--- config.mk ---
export PLATFORM = sky130hd
export DESIGN_NAME = sfd_cmd_frontend
export DESIGN_NICKNAME = d
export VERILOG_FILES = /design/src/rtl/sfd_pkg.sv /design/src/rtl/sfd_sync.sv /design/src/rtl/sfd_shifter.sv /design/src/rtl/sfd_opdecode.sv /design/src/rtl/sfd_addr_extract.sv /design/src/rtl/sfd_cmd_frontend.sv
export SDC_FILE = /design/constraint.sdc
export NUM_CORES = 1
export LEC_CHECK = 0
export BUFFER_PORTS_ARGS = -buffer_cell sky130_fd_sc_hd__buf_2
export CORE_MARGIN = 2
export CORE_UTILIZATION = 25
export DETAILED_ROUTE_END_ITERATION = 6
export HOLD_SLACK_MARGIN = 0.03
export PLACE_DENSITY = 0.53
export SYNTH_ARGS = -nofsm -noshare
export SYNTH_HDL_FRONTEND = slang
export SYNTH_SLANG_ARGS = --single-unit
--- constraint.sdc ---
create_clock -name clk -period 2.6 [get_ports clk]
set_input_delay 0 -clock clk [delete_from_list [all_inputs] [get_ports clk]]
set_output_delay 0 -clock clk [all_outputs]
set_load 0.005 [all_outputs]
--- src/rtl/sfd_pkg.sv ---
// Shared types for the serial flash command front end.
// Assumes 8-bit opcodes; address layout widths are parameters of the top.
package sfd_pkg;
    localparam int OP_W = 8;

    typedef enum logic [2:0] {
        K_XFER     = 3'd0,
        K_CMP      = 3'd1,
        K_BWR      = 3'd2,
        K_PGM_ERS  = 3'd3,
        K_PGM      = 3'd4,
        K_PERASE   = 3'd5,
        K_BERASE   = 3'd6,
        K_NONE     = 3'd7
    } op_kind_t;

    typedef enum logic [1:0] {
        L_PAGE   = 2'd0,
        L_BUFFER = 2'd1,
        L_BLOCK  = 2'd2
    } addr_layout_t;

    typedef struct packed {
        logic         legal;
        op_kind_t     kind;
        logic         buf_sel;
        addr_layout_t layout;
    } op_info_t;
endpackage

--- src/rtl/sfd_sync.sv ---
// Multi-stage synchronizer for a bundle of asynchronous single-bit inputs.
// Assumes STAGES >= 2 and that bits of the bundle need not stay coherent.
module sfd_sync #(
    parameter int          W       = 3,
    parameter int          STAGES  = 2,
    parameter logic [W-1:0] RST_VAL = '0
) (
    input  logic         clk,
    input  logic         rst_n,
    input  logic [W-1:0] d,
    output logic [W-1:0] q
);
    logic [STAGES-1:0][W-1:0] stg;

    // Shift the raw inputs through the flop chain.
    always_ff @(posedge clk) begin
        if (!rst_n) begin
            for (int i = 0; i < STAGES; i++) stg[i] <= RST_VAL;
        end else begin
            stg[0] <= d;
            for (int i = 1; i < STAGES; i++) stg[i] <= stg[i-1];
        end
    end

    assign q = stg[STAGES-1];
endmodule

--- src/rtl/sfd_shifter.sv ---
// Frame deserializer: counts serial clock rises while select is low and
// shifts data in MSB first until the frame is full; later bits are ignored.
// Assumes synchronized inputs and at least two system clocks per sck phase.
module sfd_shifter #(
    parameter int OP_W    = 8,
    parameter int ADDR_W  = 24,
    localparam int FRAME_W = OP_W + ADDR_W,
    localparam int CNT_W   = $clog2(FRAME_W + 1)
) (
    input  logic              clk,
    input  logic              rst_n,
    input  logic              cs_n_s,
    input  logic              sck_s,
    input  logic              si_s,
    output logic [OP_W-1:0]   opcode,
    output logic [ADDR_W-2:0] body,
    output logic              full,
    output logic              cs_rise
);
    logic               sck_q;
    logic               cs_q;
    logic [CNT_W-1:0]   cnt;
    logic [FRAME_W-1:0] frame;
    logic               sck_rise;

    assign sck_rise = sck_s & ~sck_q & ~cs_n_s;
    assign cs_rise  = cs_n_s & ~cs_q;
    assign full     = (cnt == CNT_W'(FRAME_W));
    assign opcode   = frame[FRAME_W-1 -: OP_W];
    assign body     = frame[ADDR_W-2:0];

    // Remember the previous level of clock and select for edge detection.
    always_ff @(posedge clk) begin
        if (!rst_n) begin
            sck_q <= 1'b0;
            cs_q  <= 1'b1;
        end else begin
            sck_q <= sck_s;
            cs_q  <= cs_n_s;
        end
    end

    // Count and shift bits of the current frame, clearing on deselect.
    always_ff @(posedge clk) begin
        if (!rst_n) begin
            cnt   <= '0;
            frame <= '0;
        end else if (cs_n_s) begin
            cnt <= '0;
        end else if (sck_rise && !full) begin
            frame <= {frame[FRAME_W-2:0], si_s};
            cnt   <= cnt + 1'b1;
        end
    end
endmodule

--- src/rtl/sfd_opdecode.sv ---
// Opcode decoder: maps an 8-bit opcode to operation kind, buffer number and
// address layout. Purely combinational; unknown codes come out not legal.
module sfd_opdecode
    import sfd_pkg::*;
(
    input  logic [OP_W-1:0] opcode,
    output op_info_t        info
);
    // Look up the operation described by the opcode.
    always_comb begin
        info = '{legal: 1'b1, kind: K_NONE, buf_sel: 1'b0, layout: L_PAGE};
        case (opcode)
            8'h53: info.kind = K_XFER;
            8'h55: begin info.kind = K_XFER;    info.buf_sel = 1'b1; end
            8'h60: info.kind = K_CMP;
            8'h61: begin info.kind = K_CMP;     info.buf_sel = 1'b1; end
            8'h84: begin info.kind = K_BWR;     info.layout = L_BUFFER; end
            8'h87: begin info.kind = K_BWR;     info.layout = L_BUFFER; info.buf_sel = 1'b1; end
            8'h83: info.kind = K_PGM_ERS;
            8'h86: begin info.kind = K_PGM_ERS; info.buf_sel = 1'b1; end
            8'h88: info.kind = K_PGM;
            8'h89: begin info.kind = K_PGM;     info.buf_sel = 1'b1; end
            8'h81: info.kind = K_PERASE;
            8'h50: begin info.kind = K_BERASE;  info.layout = L_BLOCK; end
            default: info.legal = 1'b0;
        endcase
    end
endmodule

--- src/rtl/sfd_addr_extract.sv ---
// Address field extractor: selects page number or buffer offset from the
// address body (reserved top bit already stripped) according to the layout.
// Assumes the page field sits directly below the reserved bit.
module sfd_addr_extract
    import sfd_pkg::*;
#(
    parameter int ADDR_W  = 24,
    parameter int PAGE_W  = 13,
    parameter int BADDR_W = 10,
    parameter int BLK_LSB = 3,
    localparam int PAGE_LSB = ADDR_W - 1 - PAGE_W,
    localparam int BLK_W    = PAGE_W - BLK_LSB
) (
    input  addr_layout_t       layout,
    input  logic [ADDR_W-2:0]  body,
    output logic [PAGE_W-1:0]  page,
    output logic [BADDR_W-1:0] baddr
);
    // Route the fields that belong to the selected layout, zero the rest.
    always_comb begin
        page  = '0;
        baddr = '0;
        case (layout)
            L_PAGE:   page  = body[PAGE_LSB +: PAGE_W];
            L_BLOCK:  page  = {body[ADDR_W-2 -: BLK_W], {BLK_LSB{1'b0}}};
            L_BUFFER: baddr = body[BADDR_W-1:0];
            default:  page  = '0;
        endcase
    end
endmodule

--- src/rtl/sfd_cmd_frontend.sv ---
// Serial flash command front end: synchronizes the SPI slave pins, collects
// the 32-bit command frame, decodes it on select release and holds the
// result for the downstream sequencer until it acknowledges.
// Assumes clk runs at least four times faster than sck.
module sfd_cmd_frontend
    import sfd_pkg::*;
#(
    parameter int SYNC_STAGES = 2,
    parameter int ADDR_W      = 24,
    parameter int PAGE_W      = 13,
    parameter int BADDR_W     = 10,
    parameter int BLK_LSB     = 3
) (
    input  logic               clk,
    input  logic               rst_n,
    input  logic               cs_n,
    input  logic               sck,
    input  logic               si,
    input  logic               ack,
    output logic               start,
    output logic               illegal,
    output logic               busy,
    output logic [2:0]         cmd_kind,
    output logic               cmd_buf,
    output logic [OP_W-1:0]    cmd_opcode,
    output logic [PAGE_W-1:0]  cmd_page,
    output logic [BADDR_W-1:0] cmd_bufaddr
);
    logic [2:0]         pins_s;
    logic               cs_n_s, sck_s, si_s;
    logic [OP_W-1:0]    opcode;
    logic [ADDR_W-2:0]  body;
    logic               full, cs_rise;
    op_info_t           info;
    logic [PAGE_W-1:0]  page_d;
    logic [BADDR_W-1:0] baddr_d;
    logic               accept;

    sfd_sync #(.W(3), .STAGES(SYNC_STAGES), .RST_VAL(3'b100)) u_sync (
        .clk(clk), .rst_n(rst_n), .d({cs_n, sck, si}), .q(pins_s)
    );
    assign {cs_n_s, sck_s, si_s} = pins_s;

    sfd_shifter #(.OP_W(OP_W), .ADDR_W(ADDR_W)) u_shift (
        .clk(clk), .rst_n(rst_n), .cs_n_s(cs_n_s), .sck_s(sck_s), .si_s(si_s),
        .opcode(opcode), .body(body), .full(full), .cs_rise(cs_rise)
    );

    sfd_opdecode u_dec (.opcode(opcode), .info(info));

    sfd_addr_extract #(
        .ADDR_W(ADDR_W), .PAGE_W(PAGE_W), .BADDR_W(BADDR_W), .BLK_LSB(BLK_LSB)
    ) u_addr (
        .layout(info.layout), .body(body), .page(page_d), .baddr(baddr_d)
    );

    assign accept = cs_rise && full && info.legal && !busy;

    // Issue pulses, track the pending command and release it on ack.
    always_ff @(posedge clk) begin
        if (!rst_n) begin
            start   <= 1'b0;
            illegal <= 1'b0;
            busy    <= 1'b0;
        end else begin
            start   <= accept;
            illegal <= cs_rise && full && !info.legal;
            if (accept)          busy <= 1'b1;
            else if (busy && ack) busy <= 1'b0;
        end
    end

    // Capture the decoded command when it is launched.
    always_ff @(posedge clk) begin
        if (!rst_n) begin
            cmd_kind    <= K_NONE;
            cmd_buf     <= 1'b0;
            cmd_opcode  <= '0;
            cmd_page    <= '0;
            cmd_bufaddr <= '0;
        end else if (accept) begin
            cmd_kind    <= info.kind;
            cmd_buf     <= info.buf_sel;
            cmd_opcode  <= opcode;
            cmd_page    <= page_d;
            cmd_bufaddr <= baddr_d;
        end
    end
endmodule

==> reports/results.md, run 1 <==
| Group | Quantity | Value |
|:---|:---|:---|
| routing | Total length of routed wires | 7532 um |
| floorplanning | Number of I/O pins | 44 |
| cts | CTS sink count | 84 |
| placement | Total half-perimeter wirelength after legalization and detailed placement | 5064 um |
| routing | Average detailed-routed wire length per instance | 13.14 um |
| timing | Tcrit/Tclk final | 0.8632 |
| floorplanning | Standard cell core area | 0.01309 mm^2 |
| timing | Post-route clock skew | 0.007639 ns |
| final layout | Synthesis-to-layout area growth | 21.01% |
| critical path | CP Data Arrival Time | 2.52 ns |
| cts | Count of instances resized after the clock tree is built | 0 |
| timing | Fin crit period | 2.244 ns |
| cts | Htree depth | 3 |
| timing | Maximum clock frequency | 445.6 MHz |
| floorplanning | Effective utilization at floorplan | 0.2530 |
| critical path | CP max FO | 10 |
| final layout | Sequential standard cell area | 0.001682 mm^2 |
| synth | Post-synthesis average cell area | 9.352 um^2 |
| power and ir drop | Static leakage | 1.425 nW |
| synth | Count of cell types in the netlist | 51 |
| synth | Share of async-settable or async-resettable flops after synthesis | 0 |
| routing | First-iteration detailed-routing DRC count | 155 |
| timing | Fin. Hold Viols | 0 |
| synth | Count of flip-flops with a built-in enable after synthesis | 0 |
| cts | Cts-stage hold buffer count | 4 |
| final layout | Final instance count without filler cells | 573 |
| synth | Most used flip-flop cell after synthesis | sky130_fd_sc_hd__dfxtp_1 |
| synth | Number of nets produced by synthesis | 362 |
| critical path | Type of element capturing the critical path | register |
| routing | DR pass1 iterations | 4 |
| synth | Synth top area cells | sky130_fd_sc_hd__dfxtp_1, sky130_fd_sc_hd__nand2_1, sky130_fd_sc_hd__a32o_1 |
| synth | FF+latch count, synth | 84 |
| placement | Routability-driven placement congestion ratio | 0.7556 |
| placement | Input/output buffers | 43 |
| routing | Vias per inst | 4.677 |
| status | Result of the run | complete, no violations |
| floorplanning | Horizontal extent of the die | 119.1 um |
| global routing | Maximum number of pins on one net before global-route repair | 39 |
| synth | Ys Warns | 0 |
| global routing | Antenna violations before repair | 0 |
| floorplanning | Site row count | 42 |
| cts | Largest buffer count on any clock path | 2 |
| power and ir drop | Total power divided by cell area | 633.9 mW/mm^2 |
| final layout | Number of antenna cells inserted | 0 |
| cts | Worst skew pair latency | 0.34 ns |
| routing | Overall via count from detail_route | 2680 |
| global routing | Global-route wire length before repair | 12530 um |
| critical path | CP startpoint kind | register |
| timing | Total negative setup slack | 0 ns |
| critical path | Category of the most critical setup path | register to register |
| worst hold path | HP Class | primary input to register |
| cts | TritonCTS buffer count | 9 |
| synth | Top cell type by total area after synthesis | sky130_fd_sc_hd__dfxtp_1 |
| timing | Setup repair after global routing missed its margin | no |
| timing | Slew HR | 0.5671 |
| final layout | Count of nets after finishing | 400 |
| cts | Postcts setup bufs | 0 |
| global routing | Number of global-route vias before repair | 2428 |
| synth | Gate Count Post-Synth | 354 |
| placement | DP Cell Count | 553 |
| routing | DRC violation count after routing | 0 |
| cts | CTS tree | built |
| timing | Worst Max-Slew Pin Slew | 0.6483 ns |
| critical path | Critical path data required time | 2.88 ns |
| final layout | Total area of multi-input combinational cells | 0.001480 mm^2 |
| synth | Post-synth top area share | 0.5079 |
| final layout | Filler cells | 1387 |
| cts | Root buffer cell | sky130_fd_sc_hd__clkbuf_16 |
| synth | Post-synthesis sequential area ratio | 0.5079 |
| global routing | Total GRT Usage | 0.1120 |
| floorplanning | Die area | 0.01418 mm^2 |
| timing | Slew Viols, Final | 0 |
| cts | Clock slew at the register clock pins of the worst setup and hold paths | 0.06 ns |
| floorplanning | DIE HEIGHT | 119.1 um |
| run | Maxcap violations | 0 |
| global routing | Global-route congestion overflow total | 0 |
| timing | Setup-violating endpoint count in the final report | 0 |
| routing | Routed Antenna Nets | 0 |
| final layout | Fraction of layout instances using a drive strength above 1 | 0.1940 |
| power and ir drop | Maximum vdd drop | 0.3332 mV |
| synth | Syn Std Cell Area | 0.003311 mm^2 |
[registers in the layout (all words and copies together), names as in the netlist]
name,count
u_sync.stg,3
u_sync.q,3
cmd_page,13
busy,1
cmd_buf,1
cmd_opcode,8
u_shift.frame,32
u_shift.sck_q,1
u_shift.cnt,6
start,1
illegal,1
u_shift.cs_q,1
cmd_bufaddr,10
cmd_kind,3
[cell usage after synthesis, types with 3 or more instances]
cell                       count
sky130_fd_sc_hd__inv_1         6
sky130_fd_sc_hd__nand2_1      87
sky130_fd_sc_hd__o21ai_0       3
sky130_fd_sc_hd__dfxtp_1      84
sky130_fd_sc_hd__nor2_1       12
sky130_fd_sc_hd__and2_1        5
sky130_fd_sc_hd__clkbuf_1     13
sky130_fd_sc_hd__nand2b_1      4
sky130_fd_sc_hd__nand4_1       3
sky130_fd_sc_hd__xor2_1        6
sky130_fd_sc_hd__buf_2         7
sky130_fd_sc_hd__a21oi_1      39
sky130_fd_sc_hd__a32o_1       25
sky130_fd_sc_hd__mux2i_1       8
sky130_fd_sc_hd__nand3_1       5
[metrics by stage]
step,total power [mW],worst slack (ns),instance area (um^2),hold WS [ns],util
floorplan,1.354,0.7103,3311,0.1015,-
global placement,1.369,0.3847,3681,0.1912,0.2813
detailed placement,1.369,0.3930,3681,0.1974,0.2813
CTS,2.581,0.3591,4006,0.1375,0.3062
global route,2.654,0.1200,4006,0.1750,0.3062
finish,2.540,0.3557,4006,0.1310,0.3062
[final cells by class]
type | count | share of cell area
well taps | 176 | 0.05497
repair buffers | 53 | 0.07808
flip-flops and latches | 84 | 0.4197
inverters | 7 | 0.006558
multi-input cells | 237 | 0.3695
clock buffers | 10 | 0.05965
clock inverters | 6 | 0.01156
[kinds of logic after synthesis]
group           Yosys count  share of synthesized area
flops                    84                     0.5079
simple gates            134                     0.1946
buf+inv                  33                    0.04686
xor+xnor                  8                    0.02116
compound gates           84                     0.1935
fa+ha+maj                 2                   0.007557
mux                       9                    0.02834
[power breakdown]
part | switching, mW | leakage (nW) | total, mW | internal, mW
combinational | 0.0311 | 0.611 | 0.0469 | 0.0157
sequential | 0.00337 | 0.678 | 1.30 | 1.29
clock | 0.517 | 0.135 | 1.20 | 0.679
total | 0.552 | 1.42 | 2.54 | 1.99
[path summary, 6_finish.rpt]
| path | start | end | slack (ns) | cells after the start |
|---|---|---|---|---|
| setup / recovery | u_shift.cnt[0] | cmd_bufaddr[8] | 0.36 | 7 |
| hold / removal | rst_n | u_sync.stg[2] | 0.13 | 2 |
| setup reg to reg | u_shift.cnt[0] | cmd_bufaddr[8] | 0.36 | 7 |
| hold reg to reg | u_sync.stg[2] | u_sync.q[2] | 0.44 | 1 |
[worst max-delay path, cell delays in order, from the launching register on]
cell	delay, ns
sky130_fd_sc_hd__dfxtp_1	0.34
sky130_fd_sc_hd__inv_1	0.07
sky130_fd_sc_hd__ha_1	0.15
sky130_fd_sc_hd__nor4b_2	0.42
sky130_fd_sc_hd__and3_1	0.35
sky130_fd_sc_hd__nand2_1	0.16
sky130_fd_sc_hd__nor2_2	0.51
sky130_fd_sc_hd__a32o_1	0.19
[cells in the final DEF, fill, tap and decap left out, types with 2 or more instances in the layout]
cell and n:
sky130_fd_sc_hd__a21oi_1 39, sky130_fd_sc_hd__a221o_1 2, sky130_fd_sc_hd__a22oi_1 2, sky130_fd_sc_hd__a32o_1 25, sky130_fd_sc_hd__a32oi_1 2, sky130_fd_sc_hd__and2_1 5, sky130_fd_sc_hd__and3_1 2, sky130_fd_sc_hd__buf_2 43
sky130_fd_sc_hd__buf_4 5, sky130_fd_sc_hd__clkbuf_16 9, sky130_fd_sc_hd__clkinvlp_4 2, sky130_fd_sc_hd__dfxtp_1 84, sky130_fd_sc_hd__dlygate4sd3_1 4, sky130_fd_sc_hd__ha_1 2, sky130_fd_sc_hd__inv_1 6, sky130_fd_sc_hd__inv_6 2
sky130_fd_sc_hd__mux2i_1 8, sky130_fd_sc_hd__nand2_1 87, sky130_fd_sc_hd__nand2b_1 4, sky130_fd_sc_hd__nand3_1 5, sky130_fd_sc_hd__nand4_1 3, sky130_fd_sc_hd__nor2_1 12, sky130_fd_sc_hd__nor2b_1 2, sky130_fd_sc_hd__nor4b_2 2
sky130_fd_sc_hd__o21ai_0 3, sky130_fd_sc_hd__xnor2_1 2, sky130_fd_sc_hd__xor2_1 6
[per-layer routing]
| layer | wire, um | part of all wire | vias to the layer above | GRT usage |
|---|---|---|---|---|
| met5 | 0 | 0 | - | 0 |
| met4 | 144 | 0.019 | 0 | 0.05357 |
| met3 | 367 | 0.049 | 9 | 0.02347 |
| met2 | 3478 | 0.46 | 70 | 0.1699 |
| met1 | 3541 | 0.47 | 1268 | 0.1514 |
| li1 | - | - | 1333 | - |
(Power assumes the default switching activity.)
==> run 2: changes to the inputs <==
--- a/config.mk
+++ b/config.mk
@@ -5,6 +5,7 @@
 export SDC_FILE = /design/constraint.sdc
 export NUM_CORES = 1
 export LEC_CHECK = 0
+export ABC_CLOCK_PERIOD_IN_PS = 2400
 export BUFFER_PORTS_ARGS = -buffer_cell sky130_fd_sc_hd__buf_2
 export CORE_MARGIN = 2
 export CORE_UTILIZATION = 25
==> constraint.sdc (replaced) <==
create_clock -name clk -period 2.4 [get_ports clk]
set_input_delay 0 -clock clk [delete_from_list [all_inputs] [get_ports clk]]
set_output_delay 0 -clock clk [all_outputs]
set_load 0.005 [all_outputs]
==> run 2 against run 1 <==
  * Register-to-register slack lost 0.13 ns
  * Via count fell by 0.15%
  * Die area unchanged
  * Setup slack got worse by 0.13 ns
  * Total power rose by 12%
  * Count of clock-buffer cells in the layout rose by 1
  * Hold slack worse by 0.022 ns
  * Sequential share of layout area down 0.39 points
  * Non-clock buffer count increased by 2
  * Sequential power up 8%
  * Global-route usage unchanged
  * Critical path type unchanged
  * Largest cell class unchanged
  * Highest routed layer unchanged
==> reports/results.md, run 2 (synthesis gave the netlist of run 1 again) <==
| Group | Quantity | Value | vs previous |
|:---|:---|:---|:---|
| floorplanning | Horizontal extent of the die | 119.1 um | unchanged |
| critical path | Worst R2R Path Depth | 7 | unchanged |
| critical path | CP max FO | 4 | was 10 |
| cts | Largest buffer count on any clock path | 2 | unchanged |
| cts | Htree depth | 3 | unchanged |
| timing | Tcrit/Tclk final | 0.9061 | was 0.8632 |
| critical path | CP Data Arrival Time | 2.45 ns | was 2.52 ns |
| critical path | Type of element capturing the critical path | register | unchanged |
| cts | CTS sink count | 84 | unchanged |
| routing | First-iteration detailed-routing DRC count | 156 | was 155 |
| final layout | Top library cells by usage in the layout, fill and taps aside | sky130_fd_sc_hd__nand2_1, sky130_fd_sc_hd__dfxtp_1, sky130_fd_sc_hd__buf_2 | unchanged |
| final layout | Fraction of the core area covered by cells at the end of the flow | 0.3090 | was 0.3062 |
| floorplanning | Die area | 0.01418 mm^2 | unchanged |
| timing | Fin. Hold Viols | 0 | unchanged |
| final layout | Leading cell type in the layout, fill and taps excluded | sky130_fd_sc_hd__nand2_1 | unchanged |
| global routing | Global-route congestion overflow total | 0 | unchanged |
| routing | Average detailed-routed wire length per instance | 13.20 um | was 13.14 um |
| timing | Slew Viols, Final | 0 | unchanged |
| power and ir drop | Maximum vdd drop | 0.3176 mV | was 0.3332 mV |
| final layout | Fraction of layout instances using a drive strength above 1 | 0.1955 | was 0.1940 |
| timing | Maximum clock frequency | 459.9 MHz | was 445.6 MHz |
| floorplanning | Standard cell core area | 0.01309 mm^2 | unchanged |
| worst hold path | Count of cells along the worst hold path | 3 | was 2 |
| floorplanning | Effective utilization at floorplan | 0.2530 | unchanged |
| cts | Postcts setup bufs | 0 | unchanged |
| floorplanning | DIE HEIGHT | 119.1 um | unchanged |
| global routing | Antenna violations before repair | 0 | unchanged |
| routing | Vias per inst | 4.654 | was 4.677 |
| run | Maxcap violations | 0 | unchanged |
| worst hold path | HP Class | primary input to register | unchanged |
| placement | Routability-driven placement congestion ratio | 0.7781 | was 0.7556 |
| power and ir drop | Final Power | 2.853 mW | was 2.540 mW |
| routing | Overall via count from detail_route | 2676 | was 2680 |
| placement | Post-detailed-placement cell area | 0.003696 mm^2 | was 0.003681 mm^2 |
| critical path | Critical path data required time | 2.67 ns | was 2.88 ns |
| cts | CTS tree | built | unchanged |
| final layout | Count of nets after finishing | 402 | was 400 |
| cts | Clock slew at the register clock pins of the worst setup and hold paths | 0.06 ns | about the same |
| power and ir drop | Total power divided by cell area | 705.6 mW/mm^2 | was 633.9 mW/mm^2 |
| power and ir drop | Static leakage | 1.453 nW | was 1.425 nW |
| critical path | Category of the most critical setup path | register to register | unchanged |
| cts | TritonCTS buffer count | 9 | unchanged |
| placement | Input/output buffers | 43 | unchanged |
| final layout | Flip-flop count of the largest register after layout | 32 | unchanged |
| timing | Setup-violating endpoint count in the final report | 0 | unchanged |
| timing | Post-route clock skew | 0.006452 ns | was 0.007639 ns |
| timing | Slew HR | 0.5632 | was 0.5671 |
| status | Result of the run | complete, no violations | unchanged |
| global routing | Global-route wire length before repair | 12780 um | was 12530 um |
| final layout | Summed area of non-filler cells in the final layout | 0.004044 mm^2 | was 0.004006 mm^2 |
| placement | Total half-perimeter wirelength after legalization and detailed placement | 5072 um | was 5064 um |
| global routing | Number of global-route vias before repair | 2551 | was 2428 |
| timing | Worst Max-Slew Pin Slew | 0.6543 ns | was 0.6483 ns |
| timing | Hold slack | 0.1093 ns | was 0.1310 ns |
| routing | DRC violation count after routing | 0 | unchanged |
| floorplanning | Site row count | 42 | unchanged |
| global routing | Total GRT Usage | 0.1120 | unchanged |
| final layout | Number of antenna cells inserted | 0 | unchanged |
| floorplanning | Number of I/O pins | 44 | unchanged |
| timing | Setup repair after global routing missed its margin | no | unchanged |
| timing | Total negative setup slack | 0 ns | unchanged |
| global routing | Maximum number of pins on one net before global-route repair | 38 | was 39 |
| timing | Fin crit period | 2.175 ns | was 2.244 ns |
| critical path | CP startpoint kind | register | unchanged |
| cts | Root buffer cell | sky130_fd_sc_hd__clkbuf_16 | unchanged |
| final layout | Register with the highest flop count | u_shift.frame | unchanged |
| cts | Worst skew pair latency | 0.33 ns | was 0.34 ns |
| routing | Routed Antenna Nets | 0 | unchanged |
| critical path | Minimum setup slack among reg-to-reg paths | 0.23 ns | was 0.36 ns |
| final layout | Registers with the highest flip-flop counts | u_shift.frame (32), cmd_page (13), cmd_bufaddr (10) | unchanged |
| final layout | Synthesis-to-layout area growth | 22.15% | was 21.01% |
| routing | DR pass1 iterations | 4 | unchanged |
| routing | Total length of routed wires | 7588 um | was 7532 um |
==> run 2: changes by cell type in the layout (fill, tap and decap cells not counted), sizes merged <==
cell / delta
inv: -1
clkbuf: +1
bufinv: +1
clkinv: +1
buf: +2
clkinvlp: -2
==> run 2: per-stage QoR <==
stage / worst slack [ns] / std cells
after global routing: 0.05073 / 575
final: 0.2254 / 575
after floorplan: 0.5103 / 354
after CTS: 0.1510 / 575
after global placement: 0.2070 / 555
after detailed placement: 0.1851 / 555
==> run 2: path summary, 6_finish.rpt <==
kind                                     to            from
worst min-delay path                  start           rst_n
worst max-delay path            cmd_page[2]  u_shift.cnt[0]
worst max register to register  cmd_page[2]  u_shift.cnt[0]
worst min register to register  u_sync.q[2]   u_sync.stg[2]
==> run 2: routing by layer <==
| metal | share of wire | wire length, um | global-route usage |
|---|---|---|---|
| met5 | 0 | 0 | 0 |
| met4 | 0.017 | 131 | 0.05432 |
| met3 | 0.049 | 370 | 0.02538 |
| met2 | 0.47 | 3536 | 0.1728 |
| met1 | 0.47 | 3549 | 0.1475 |
==> run 2: cell type report <==
| cell class | count | area [um^2] |
|---|---|---|
| fill | 1377 | 9041 |
| sequential | 84 | 1682 |
| multi-input combinational | 237 | 1485 |
| timing repair buffer | 55 | 327.8 |
| clock buffer | 11 | 242.7 |
| tap | 176 | 220.2 |
| clock inverter | 5 | 60.06 |
| inverter | 7 | 26.28 |
==> run 2: what timing repair did <==
item	in CTS	in global routing
endpoints found under the hold margin	4	0
hold buffers	4	0
endpoints found under the setup margin	0	1
resized for setup	0	1
==> run 2: where the power goes <==
part           leakage [nW]  internal [mW]  switching [mW]  total (mW)
Sequential            0.678           1.40         0.00364        1.40
Combinational         0.623         0.0184          0.0346      0.0530
Clock                 0.151          0.840           0.555        1.40
Total                  1.45           2.26           0.594        2.85
==> run 2: critical path, cell delays in order, from the launching register on <==
cell                      delay, ns
sky130_fd_sc_hd__dfxtp_1       0.34
sky130_fd_sc_hd__inv_1         0.06
sky130_fd_sc_hd__ha_1          0.14
sky130_fd_sc_hd__nor4b_2       0.40
sky130_fd_sc_hd__and3_1        0.36
sky130_fd_sc_hd__nand2_1       0.20
sky130_fd_sc_hd__a21oi_1       0.42
sky130_fd_sc_hd__a32o_1        0.18
==> run 3: changes to the inputs <==
--- a/config.mk
+++ b/config.mk
@@ -6,12 +6,12 @@
 export NUM_CORES = 1
 export LEC_CHECK = 0
 export ABC_CLOCK_PERIOD_IN_PS = 2400
-export BUFFER_PORTS_ARGS = -buffer_cell sky130_fd_sc_hd__buf_2
 export CORE_MARGIN = 2
 export CORE_UTILIZATION = 25
 export DETAILED_ROUTE_END_ITERATION = 6
+export DONT_BUFFER_PORTS = 1
 export HOLD_SLACK_MARGIN = 0.03
-export PLACE_DENSITY = 0.53
+export PLACE_DENSITY = 0.5
 export SYNTH_ARGS = -nofsm -noshare
 export SYNTH_HDL_FRONTEND = slang
 export SYNTH_SLANG_ARGS = --single-unit
==> run 3 against run 2 <==
  * Register-to-register slack gained 0.11 ns
  * Clock power shrank 9%
  * Largest cell class unchanged
  * First-iteration DRC count is 19% lower
  * Via count down 5.9%
  * Non-clock buffer count shrank 40
  * Critical path depth up 1
  * Final area decreased by 4.6%
==> reports/results.md, run 3 (synthesis gave the netlist of run 1 again) <==
| Group | Quantity | Value | vs previous |
|:---|:---|:---|:---|
| final layout | Fraction of the core area covered by cells at the end of the flow | 0.2947 | was 0.3090 |
| critical path | Minimum setup slack among reg-to-reg paths | 0.33 ns | was 0.23 ns |
| final layout | Count of nets after finishing | 362 | was 402 |
| final layout | Register with the highest flop count | u_shift.frame | unchanged |
| routing | Average detailed-routed wire length per instance | 14.28 um | was 13.20 um |
| cts | Postcts setup bufs | 0 | unchanged |
| timing | Total negative setup slack | 0 ns | unchanged |
| power and ir drop | Total power divided by cell area | 708.2 mW/mm^2 | was 705.6 mW/mm^2 |
| cts | CTS sink count | 84 | unchanged |
| routing | Routed Antenna Nets | 0 | unchanged |
| final layout | Number of antenna cells inserted | 0 | unchanged |
| global routing | Global-route congestion overflow total | 0 | unchanged |
| final layout | Registers with the highest flip-flop counts | u_shift.frame (32), cmd_page (13), cmd_bufaddr (10) | unchanged |
| floorplanning | Site row count | 42 | unchanged |
| final layout | Filler cells | 1373 | was 1377 |
| placement | Worst setup slack before clock tree synthesis | 0.3436 ns | was 0.1851 ns |
| global routing | Antenna violations before repair | 0 | unchanged |
| critical path | CP max FO | 23 | was 4 |
| critical path | CP Data Arrival Time | 2.32 ns | was 2.45 ns |
| timing | Fin crit period | 2.069 ns | was 2.175 ns |
| timing | Maximum clock frequency | 483.3 MHz | was 459.9 MHz |
| cts | CTS tree | built | unchanged |
| cts | Clock slew at the register clock pins of the worst setup and hold paths | 0.06 ns | about the same |
| final layout | Top library cells by usage in the layout, fill and taps aside | sky130_fd_sc_hd__nand2_1, sky130_fd_sc_hd__dfxtp_1, sky130_fd_sc_hd__a21oi_1 | was sky130_fd_sc_hd__nand2_1, sky130_fd_sc_hd__dfxtp_1, sky130_fd_sc_hd__buf_2 |
| cts | Htree depth | 3 | unchanged |
| floorplanning | Die area | 0.01418 mm^2 | unchanged |
| placement | Input/output buffers | 0 | was 43 |
| routing | DR pass1 iterations | 7 | was 4 |
| power and ir drop | Final Power | 2.731 mW | was 2.853 mW |
| floorplanning | Number of I/O pins | 44 | unchanged |
| critical path | Type of element capturing the critical path | register | unchanged |
| timing | Setup-violating endpoint count in the final report | 0 | unchanged |
| power and ir drop | Static leakage | 1.225 nW | was 1.453 nW |
| timing | Setup repair after global routing missed its margin | no | unchanged |
| cts | Root buffer cell | sky130_fd_sc_hd__clkbuf_16 | unchanged |
| timing | Post-layout worst setup margin | 0.3310 ns | was 0.2254 ns |
| final layout | Fraction of layout instances using a drive strength above 1 | 0.09471 | was 0.1955 |
| power and ir drop | Maximum vdd drop | 0.2804 mV | was 0.3176 mV |
| final layout | Synthesis-to-layout area growth | 16.48% | was 22.15% |
| timing | Slew Viols, Final | 0 | unchanged |
| final layout | Final instance count without filler cells | 535 | was 575 |
| placement | Total half-perimeter wirelength after legalization and detailed placement | 4749 um | was 5072 um |
| critical path | Category of the most critical setup path | register to register | unchanged |
| cts | TritonCTS buffer count | 9 | unchanged |
| status | Result of the run | complete, no violations | unchanged |
| timing | Worst Max-Slew Pin Slew | 0.6924 ns | was 0.6543 ns |
| timing | Fin. Hold Viols | 0 | unchanged |
| global routing | Maximum number of pins on one net before global-route repair | 50 | was 38 |
| global routing | Global-route wire length before repair | 12460 um | was 12780 um |
| cts | Largest buffer count on any clock path | 2 | unchanged |
| critical path | Worst R2R Path Depth | 8 | was 7 |
| floorplanning | Horizontal extent of the die | 119.1 um | unchanged |
| floorplanning | Standard cell core area | 0.01309 mm^2 | unchanged |
| global routing | Number of global-route vias before repair | 2428 | was 2551 |
| run | Maxcap violations | 0 | unchanged |
| worst hold path | Count of cells along the worst hold path | 2 | was 3 |
| critical path | Critical path data required time | 2.65 ns | was 2.67 ns |
| final layout | Flip-flop count of the largest register after layout | 32 | unchanged |
| critical path | CP startpoint kind | register | unchanged |
| timing | Slew HR | 0.5377 | was 0.5632 |
| routing | DRC violation count after routing | 0 | unchanged |
| cts | Worst skew pair latency | 0.33 ns | about the same |
| timing | Tcrit/Tclk final | 0.8621 | was 0.9061 |
| placement | Routability-driven placement congestion ratio | 0.7541 | was 0.7781 |
| routing | Total length of routed wires | 7640 um | was 7588 um |
| global routing | Total GRT Usage | 0.1109 | was 0.1120 |
| final layout | Leading cell type in the layout, fill and taps excluded | sky130_fd_sc_hd__nand2_1 | unchanged |
| routing | First-iteration detailed-routing DRC count | 127 | was 156 |
| routing | Overall via count from detail_route | 2517 | was 2676 |
| floorplanning | Effective utilization at floorplan | 0.2530 | unchanged |
| routing | Vias per inst | 4.705 | was 4.654 |
| worst hold path | HP Class | primary input to register | unchanged |
| floorplanning | DIE HEIGHT | 119.1 um | unchanged |
| timing | Post-route clock skew | 0.008268 ns | was 0.006452 ns |
| placement | DP Cell Count | 510 | was 555 |
-- run 3: routing by layer --
layer  vias to the layer above  share of wire  wire length [um]  GRT usage
li1                       1253              -                 -          -
met1                      1211           0.47              3588     0.1383
met2                        47           0.47              3604     0.1771
met3                         6          0.046               349    0.02969
met4                         0          0.013                97    0.05357
met5                         -              0                 0          0
-- run 3: critical path, cell delays in order, from the launching register on --
cell and delay (ns):
sky130_fd_sc_hd__dfxtp_1 0.39, sky130_fd_sc_hd__inv_1 0.06, sky130_fd_sc_hd__ha_1 0.19, sky130_fd_sc_hd__nor4b_2 0.19
sky130_fd_sc_hd__a2111oi_2 0.49, sky130_fd_sc_hd__buf_12 0.23, sky130_fd_sc_hd__buf_4 0.23, sky130_fd_sc_hd__nand2_1 0.07
sky130_fd_sc_hd__a21oi_1 0.13
-- run 3: final timing paths --
check                                     from           endpoint
worst max-delay path            u_shift.cnt[0]  u_shift.frame[28]
worst min-delay path                     rst_n      u_shift.sck_q
worst max register to register  u_shift.cnt[0]  u_shift.frame[28]
worst min register to register     u_sync.q[0]   u_shift.frame[0]
-- run 3: area by class of cell --
type	instances	area [um^2]	area share
inverters	7	26.28	0.006814
well taps	176	220.2	0.05711
flip-flops and latches	84	1682	0.4361
multi-input cells	237	1480	0.3838
clock inverters	6	48.80	0.01265
clock buffers	10	229.0	0.05938
repair buffers	15	170.2	0.04413
-- run 3: where the power goes --
group	internal, mW	switching [mW]
Combinational	0.0197	0.0334
Sequential	1.40	0.00478
Clock	0.708	0.564
Total	2.13	0.602
-- run 3: timing repair --
action | 4_1_cts | 5_1_grt
endpoints found under the hold margin | 48 | 0
resized for setup | 0 | 0
hold buffers | 9 | 0
setup endpoints to repair | 0 | 0
-- run 3: metrics by stage --
| stage | hold WS [ns] | area, um^2 |
|---|---|---|
| detailed placement | 0.09007 | 3478 |
| CTS | 0.09593 | 3856 |
| global route | 0.1146 | 3856 |
| floorplan | 0.1015 | 3311 |
| global placement | 0.08781 | 3478 |
| finish | 0.1014 | 3856 |
